<file path="src/rtl/bmark_rx.sv">
module bmark_rx #(
  parameter int CW = 8
) (
  input  logic clk,
  input  logic rst,
  input  logic line_in,
  output logic locked,
  output logic cell_clk,
  output logic bit_out
);

  localparam int WW = CW + 2;
  localparam logic [CW-1:0] TOP = '1;

  logic          line_q;
  logic          started;
  logic          cal;
  logic          pend;
  logic [CW-1:0] gap;
  logic [CW-1:0] floor_q;
  logic [CW-1:0] phase;

  wire edge_hit = line_in ^ line_q;

  wire [WW-1:0] g  = {2'b00, gap};
  wire [WW-1:0] f  = {2'b00, floor_q};
  wire [WW-1:0] g2 = g << 1;
  wire [WW-1:0] g4 = g << 2;
  wire [WW-1:0] f3 = f + (f << 1);

  wire short_gap = g4 < f3;
  wire long_gap  = g2 >= f3;
  wire half_gap  = g2 < f3;

  wire [CW-1:0] floor_nx = (gap < floor_q) ? gap : floor_q;

  always_ff @(posedge clk) begin
    if (rst) begin
      line_q   <= line_in;
      started  <= 1'b0;
      cal      <= 1'b0;
      pend     <= 1'b0;
      gap      <= '0;
      floor_q  <= TOP;
      phase    <= '0;
      locked   <= 1'b0;
      cell_clk <= 1'b0;
      bit_out  <= 1'b0;
    end else begin
      line_q <= line_in;

      if (edge_hit)
        gap <= {{(CW-1){1'b0}}, 1'b1};
      else if (gap != TOP)
        gap <= gap + 1'b1;

      if (phase != TOP)
        phase <= phase + 1'b1;

      if (phase >= floor_q)
        cell_clk <= 1'b0;

      if (edge_hit) begin
        started <= 1'b1;
        if (started) begin
          cal     <= 1'b1;
          floor_q <= floor_nx;
          if (!locked) begin
            if (cal && short_gap) begin
              locked <= 1'b1;
              pend   <= 1'b1;
            end else if (cal && long_gap) begin
              locked   <= 1'b1;
              pend     <= 1'b0;
              cell_clk <= 1'b1;
              phase    <= {{(CW-1){1'b0}}, 1'b1};
              bit_out  <= 1'b0;
            end
          end else if (half_gap) begin
            if (pend) begin
              pend     <= 1'b0;
              cell_clk <= 1'b1;
              phase    <= {{(CW-1){1'b0}}, 1'b1};
              bit_out  <= 1'b1;
            end else begin
              pend     <= 1'b1;
              cell_clk <= 1'b0;
            end
          end else begin
            pend     <= 1'b0;
            cell_clk <= 1'b1;
            phase    <= {{(CW-1){1'b0}}, 1'b1};
            bit_out  <= 1'b0;
          end
        end
      end
    end
  end

endmodule

</file>
<file path="config.mk">
export PLATFORM = sky130hd
export DESIGN_NAME = bmark_rx
export DESIGN_NICKNAME = d
export VERILOG_FILES = /design/src/rtl/bmark_rx.sv
export SDC_FILE = /design/constraint.sdc
export NUM_CORES = 1
export LEC_CHECK = 0
export BUFFER_PORTS_ARGS = -buffer_cell sky130_fd_sc_hd__buf_2
export CAP_MARGIN = 5
export CORE_ASPECT_RATIO = 1.5
export CORE_MARGIN = 2
export CORE_UTILIZATION = 60
export DETAILED_ROUTE_END_ITERATION = 16
export PLACE_DENSITY = 0.86
export SYNTH_ARGS = -nofsm -noshare
export SYNTH_HDL_FRONTEND = slang
export SYNTH_SLANG_ARGS = --single-unit
export TNS_END_PERCENT = 10
</file>
<file path="constraint.sdc">
create_clock -name clk -period 5.2 [get_ports clk]
set_input_delay 1.04 -clock clk [delete_from_list [all_inputs] [get_ports clk]]
set_output_delay 1.04 -clock clk [all_outputs]
set_load 0.01 [all_outputs]
</file>
# Word-level counts from Yosys, hierarchy flattened
# Index checks and enable logic that the tools add are counted.
# Widths: inputs -> output; s select.
[word_totals] register_bits=31 in_bits=3 output_inout_bits=3 word_cells=64
[classes] add_sub_neg=3 order_cmp=5 n_eq_ne=4 mux=30 bitwise_logic=1 n_reduce_logical=10
[op_table] cell="$mux 8" n=8
[op_table] cell="$mux 1" n=22
[op_table] cell="$add 8x1->8 const B" n=2
[op_table] cell="$ne 8x8->1 const B" n=2
[op_table] cell="$add 8x9->10" n=1
[op_table] cell="$ge 9x10->1" n=1
[op_table] cell="$lt 10x10->1" n=1
[op_table] cell="$lt 9x10->1" n=1
[op_table] cell="$ge 8x8->1" n=1
[op_table] cell="$lt 8x8->1" n=1
[op_table] cell="$reduce_and 3->1" n=2
[op_table] cell="$reduce_and 5->1" n=1
[op_table] cell="$reduce_bool 2->1" n=2
[op_table] cell="$ne 3x3->1 const B" n=1
[op_table] cell="$reduce_bool 3->1" n=1
[op_table] cell="$logic_and 1x1->1" n=2
[op_table] cell="$ne 2x2->1 const B" n=1
[op_table] cell="$reduce_and 2->1" n=1
[op_table] cell="$reduce_or 2->1" n=1
[op_table] cell="$xor 1x1->1" n=1

# Depth between registers and ports, before layout
[depth] word_depth=8 ltp_mapped=15 depth_no_buf=15

# Worst setup path after synthesis
# No wires, ideal clock.
[synth_timing] kind="register -> register" startpoint="register floor_q[4]" endpoint="register pend" setup_time_ns=0.066 t_arrival_ns=3.024 required_ns=5.134 setup_slack_ns=2.110 path_stages_with_launch=16 path_buffers=0 period_less_slack_ns=3.090 cell_sequence="dfxtp_1 > ha_1 > a21o_1 > a31o_2 > o21a_1 > nor2_1 > o21bai_1 > xnor2_1 > ha_1 > nand2b_1 > inv_1 > o211ai_1 > o211ai_2 > or3_1 > a41o_4 > a21oi_2"
[synth_between] elab_chain_cells=5 elab_cells_between_ends=11 cone_classes="add/sub: 1; order compare: 3; mux: 3; reduce/logical: 4"
[synth_lines] item="start: declaration" line_no="20" source="logic [CW-1:0] floor_q;"
[synth_lines] item="start signal: assignment" line_no="67" source="floor_q <= floor_nx;"
[synth_lines] item="$add 8x9->10 (*)" line_no="29" source="wire [WW-1:0] f3 = f + (f << 1);"
[synth_lines] item="$lt 10x10->1 or $ge 9x10->1 (tied branches)" line_no="31, 32"
[synth_lines] item="$logic_and 1x1->1 (on tied branches)" line_no="69, 72"
[synth_lines] item="$reduce_bool 3->1 (no line) or $mux 1 (tied branches)"
[synth_lines] item="$reduce_and 3->1 (no line) or $mux 1 (tied branches)"
[synth_lines] item="end signal: assignment" line_no="42" source="pend <= 1'b0;"
[synth_lines] item="end signal: assignment" line_no="71" source="pend <= 1'b1;"
[synth_lines] item="end signal: assignment" line_no="74" source="pend <= 1'b0;"
[synth_lines] item="end: declaration" line_no="18" source="logic pend;"
# Mark *: on every way between the ends. The rest lies on a longest branch, timed or not.
# A chain may end at the register's enable or synchronous reset.

# Final worst setup path
[layout_timing] startpoint="register floor_q[4]" endpoint="register phase[7]"
[layout_between] elab_chain_cells=8 elab_cells_between_ends=12 cone_classes="add/sub: 1; order compare: 3; mux: 6; reduce/logical: 2"
[layout_lines] item="$add 8x9->10 (*)" line_no="29"
[layout_lines] item="$ge 9x10->1" line_no="32" source="wire long_gap = g2 >= f3;"
[layout_lines] item="$logic_and 1x1->1" line_no="72" source="end else if (cal && long_gap) begin"
[layout_lines] item="$mux 8" line_no="72"
[layout_lines] item="$mux 8" line_no="69" source="if (cal && short_gap) begin"
[layout_lines] item="$mux 8 (*)" line_no="68" source="if (!locked) begin"
[layout_lines] item="$mux 8 (*)" line_no="65" source="if (started) begin"
[layout_lines] item="$mux 8 (*)" line_no="63" source="if (edge_hit) begin"
[layout_lines] item="end signal: assignment" line_no="58" source="phase <= phase + 1'b1;"
[layout_lines] item="end signal: assignment" line_no="76" source="phase <= {{(CW-1){1'b0}}, 1'b1};"
[layout_lines] item="end signal: assignment" line_no="83" source="phase <= {{(CW-1){1'b0}}, 1'b1};"
[layout_lines] item="end: declaration" line_no="21" source="logic [CW-1:0] phase;"
# Marks and branches as above.

==> impl_metrics.toml <==
[status]
outcome = "finished clean"

[timing]
finalHoldViolCount = 0
slew_viol_final = 0
max_slew_margin_pct = 30.0
tightest_slew_ns = 1.04
finalWorstSetupSlack_ns = 1.75
finalSetupViolCount = 0
fin_tns_setup_ns = 0
post-route-period-util_pct = 66.4
fmax_mhz = 290
rsz0062_at_grt = "false"
fin_skew_ns = 0.00830
min_period_ns = 3.45

[setup_path]
arrival_ns = 3.68
critical_path_required_ns = 5.43
r2r_end = "phase[7]$_SDFF_PP0_"
r2r_cells = 15
cp-start-kind = "flip-flop"
crit_type = "reg2reg"
r2r-start = "floor_q[4]$_SDFFE_PP1P_"
endpoint_kind = "flip-flop"
crit_fanout = 8
rrSetupSlack_ns = 1.75

[grt]
antenna_found_initial = 0
grt_overflow_total = 0
grt_max_degree = 20
grt.total_usage_pct = 23.5
grt_pass1_wl_um = 8470
grt_pass1_vias = 1946

[logic_synthesis]
synthArstFlopShare_pct = 0
yosysSeqAreaShare_pct = 25.5
netlist_area_sq_mm = 0.00243
ys.flop_type = "dfxtp_1"
syn_inst = 276
synth_edf_count = 0
avgSynthCellArea_sq_um = 8.81
synth_cell_types = 50
synth-warning-count = 0
postSynthNetCount = 319
synth_seq_cells = 31

[min_path]
worst_hold_path.num_cells = 2
hold-path-endpoint = "locked$_SDFFE_PP0P_"
hp-class = "reg2reg"
hp-start = "cal$_SDFFE_PP0P_"

[power]
p_switching_w = 0.000245
vdd_drop_max_uv = 230
p_clk_share_pct = 27.6
p_int_w = 0.000461
power_frac_seq_pct = 38.0
power.share.switching_pct = 34.7
leakage_nw = 1.25
powerDensity_mw_per_mm2 = 274
pwr-share-comb_pct = 34.4

[die]
die_h_um = 82.0
io_pins = 6
die_area_sq_mm = 0.00459
die_w_um = 56.0
core_area_sq_mm = 0.00392
rows = 28
start_util_pct = 62.0

[cells_and_area]
utilization_pct = 65.8
final_cells = 329
final_nets = 327
design_area_sq_mm = 0.00258
diodes = 0
drive_gt1_share_pct = 10.9
area_growth_syn_to_layout_pct = 6.12

[clock_tree]
cts_sinks = 31
worstSkewPairLatency_ns = 0.30
root_buffer = "clkbuf_8"
postCtsHoldBufs = 0
cts_buffers = 5
postCtsResizedCells = 0
clkTransAtPathRegs_ns = 0.07
cts_tree = "yes"
htreeDepth = 2
cts_setup_buffers = 0
clockBufferDepth = 2

[placed_design]
pre_cts_slack_ns = 1.78
placed_area_sq_mm = 0.00249
placed_cells = 322
gp_congestion = 0.860
dp_hpwl_um = 3970
io_buffers = 5

[routing]
wl_per_cell_um = 15.2
firstDrtPassIters = 4
drt-total-wl_um = 5020
via_per_inst = 6.16
vias = 2028
drt-initial-drc-count = 55
post-route-drc-count = 0
drtAntennaViolNets = 0

[job]
maxCapViolations = 0
-- cell usage after synthesis, types with 8 or more instances --
library cell | instances | area [sq um]
a211o_1 | 9 | 78.8
nand3_1 | 8 | 40.0
nand2_1 | 12 | 45.0
a21oi_1 | 14 | 70.1
inv_1 | 13 | 48.8
nor2_1 | 23 | 86.3
ha_1 | 39 | 488
dfxtp_1 | 31 | 621
xor2_1 | 9 | 78.8
a21o_1 | 10 | 75.1
a211oi_1 | 11 | 82.6
o21ai_0 | 14 | 70.1
-- metal layers --
layer / global-route usage [%] / up-vias / routed length (um)
li1: - / 1034 / -
met3: 2.83 / 10 / 183
met4: 9.76 / 0 / 92
met5: 0 / - / 0
met1: 26.0 / 947 / 2070
met2: 45.2 / 37 / 2670
-- power groups by stage --
stage / sequential, W / combinational [W] / clock [W]
after floorplan: 0.000269 / 0.000196 / 0
after global placement: 0.000273 / 0.000233 / 0
after detailed placement: 0.000274 / 0.000243 / 0
after CTS: 0.000268 / 0.000243 / 0.000198
after global routing: 0.000270 / 0.000275 / 0.000205
final: 0.000268 / 0.000243 / 0.000195
-- through the flow --
stage / total power [W] / hold WS, ns
3_3_place_gp: 0.000506 / 0.480
2_1_floorplan: 0.000464 / 0.452
4_1_cts: 0.000709 / 0.495
3_5_place_dp: 0.000516 / 0.490
5_1_grt: 0.000750 / 0.516
6_report: 0.000707 / 0.495
-- worst max path at each step --
stage                       startpoint             endpoint  slack, ns  depth (start not counted)
5_1_grt        floor_q[1]$_SDFFE_PP1P_    pend$_SDFFE_PP0P_       1.49                         13
2_1_floorplan  floor_q[4]$_SDFFE_PP1P_    pend$_SDFFE_PP0P_       2.11                         15
4_1_cts        floor_q[4]$_SDFFE_PP1P_  phase[7]$_SDFF_PP0_       1.76                         15
3_5_place_dp   floor_q[1]$_SDFFE_PP1P_    pend$_SDFFE_PP0P_       1.78                         13
3_3_place_gp   floor_q[1]$_SDFFE_PP1P_  locked$_SDFFE_PP0P_       1.85                         13
6_report       floor_q[4]$_SDFFE_PP1P_  phase[7]$_SDFF_PP0_       1.75                         15
-- logic make-up (layout without fill, tap and decap cells) --
| kind of cell | count (synthesis) | after routing | share of synthesized area (%) |
|---|---|---|---|
| XOR/XNOR | 13 | 13 | 5.25 |
| AND/OR/NAND/NOR | 90 | 90 | 19.6 |
| adder cells (fa/ha/maj) | 41 | 41 | 21.3 |
| flip-flops | 31 | 31 | 25.5 |
| multiplexers | 4 | 4 | 1.65 |
| AO/OA/AOI/OAI | 79 | 79 | 23.5 |
| buffers and inverters | 18 | 26 | 3.14 |
-- state kept, by name, summed over array words and instances, names as in the netlist --
name / cells
bit_out: 1
cal: 1
cell_clk: 1
floor_q: 8
gap: 8
line_q: 1
locked: 1
pend: 1
phase: 8
started: 1
-- cell usage in the layout, fill, tap and decap left out, types with 2 or more instances in the layout --
| cell type | instances |
|---|---|
| a211oi_1 | 11 |
| dfxtp_1 | 31 |
| xor2_1 | 9 |
| a21o_1 | 10 |
| a21oi_1 | 14 |
| nor4_1 | 2 |
| and3_1 | 5 |
| nand3_1 | 8 |
| xnor2_1 | 3 |
| o211ai_1 | 2 |
| o31ai_1 | 2 |
| o21bai_1 | 3 |
| nor3_1 | 4 |
| mux2i_1 | 4 |
| buf_2 | 5 |
| inv_1 | 13 |
| a211o_1 | 9 |
| nand2b_1 | 7 |
| o21a_1 | 2 |
| or3_1 | 4 |
| nor2b_1 | 4 |
| nor2_1 | 23 |
| ha_1 | 39 |
| nand4_1 | 4 |
| nand2_1 | 12 |
| or2_2 | 3 |
| nor2_2 | 7 |
| nand3b_1 | 3 |
| clkbuf_8 | 6 |
| o21ai_0 | 14 |
-- critical path, cell delays in order (launching register included) --
cell and delay [ns]:
dfxtp_1 0.34, ha_1 0.38, a21o_1 0.24, a31o_2 0.24, o21a_1 0.22, nor2_1 0.10, o21bai_1 0.08, xnor2_1 0.24
ha_1 0.28, nand2b_1 0.11, inv_1 0.06, o211ai_1 0.10, o211ai_2 0.15, or3_1 0.38, a41o_4 0.34, nor2_2 0.12
-- final cells by class --
type | instances | area, sq um
multi-input cells | 227 | 1730
clock inverters | 1 | 5.00
well taps | 45 | 56.3
clock buffers | 6 | 82.6
repair buffers | 6 | 32.5
inverters | 13 | 48.8
fillers | 319 | 1340
flip-flops and latches | 31 | 621
Note: power is estimated with default switching activity, not from simulation.
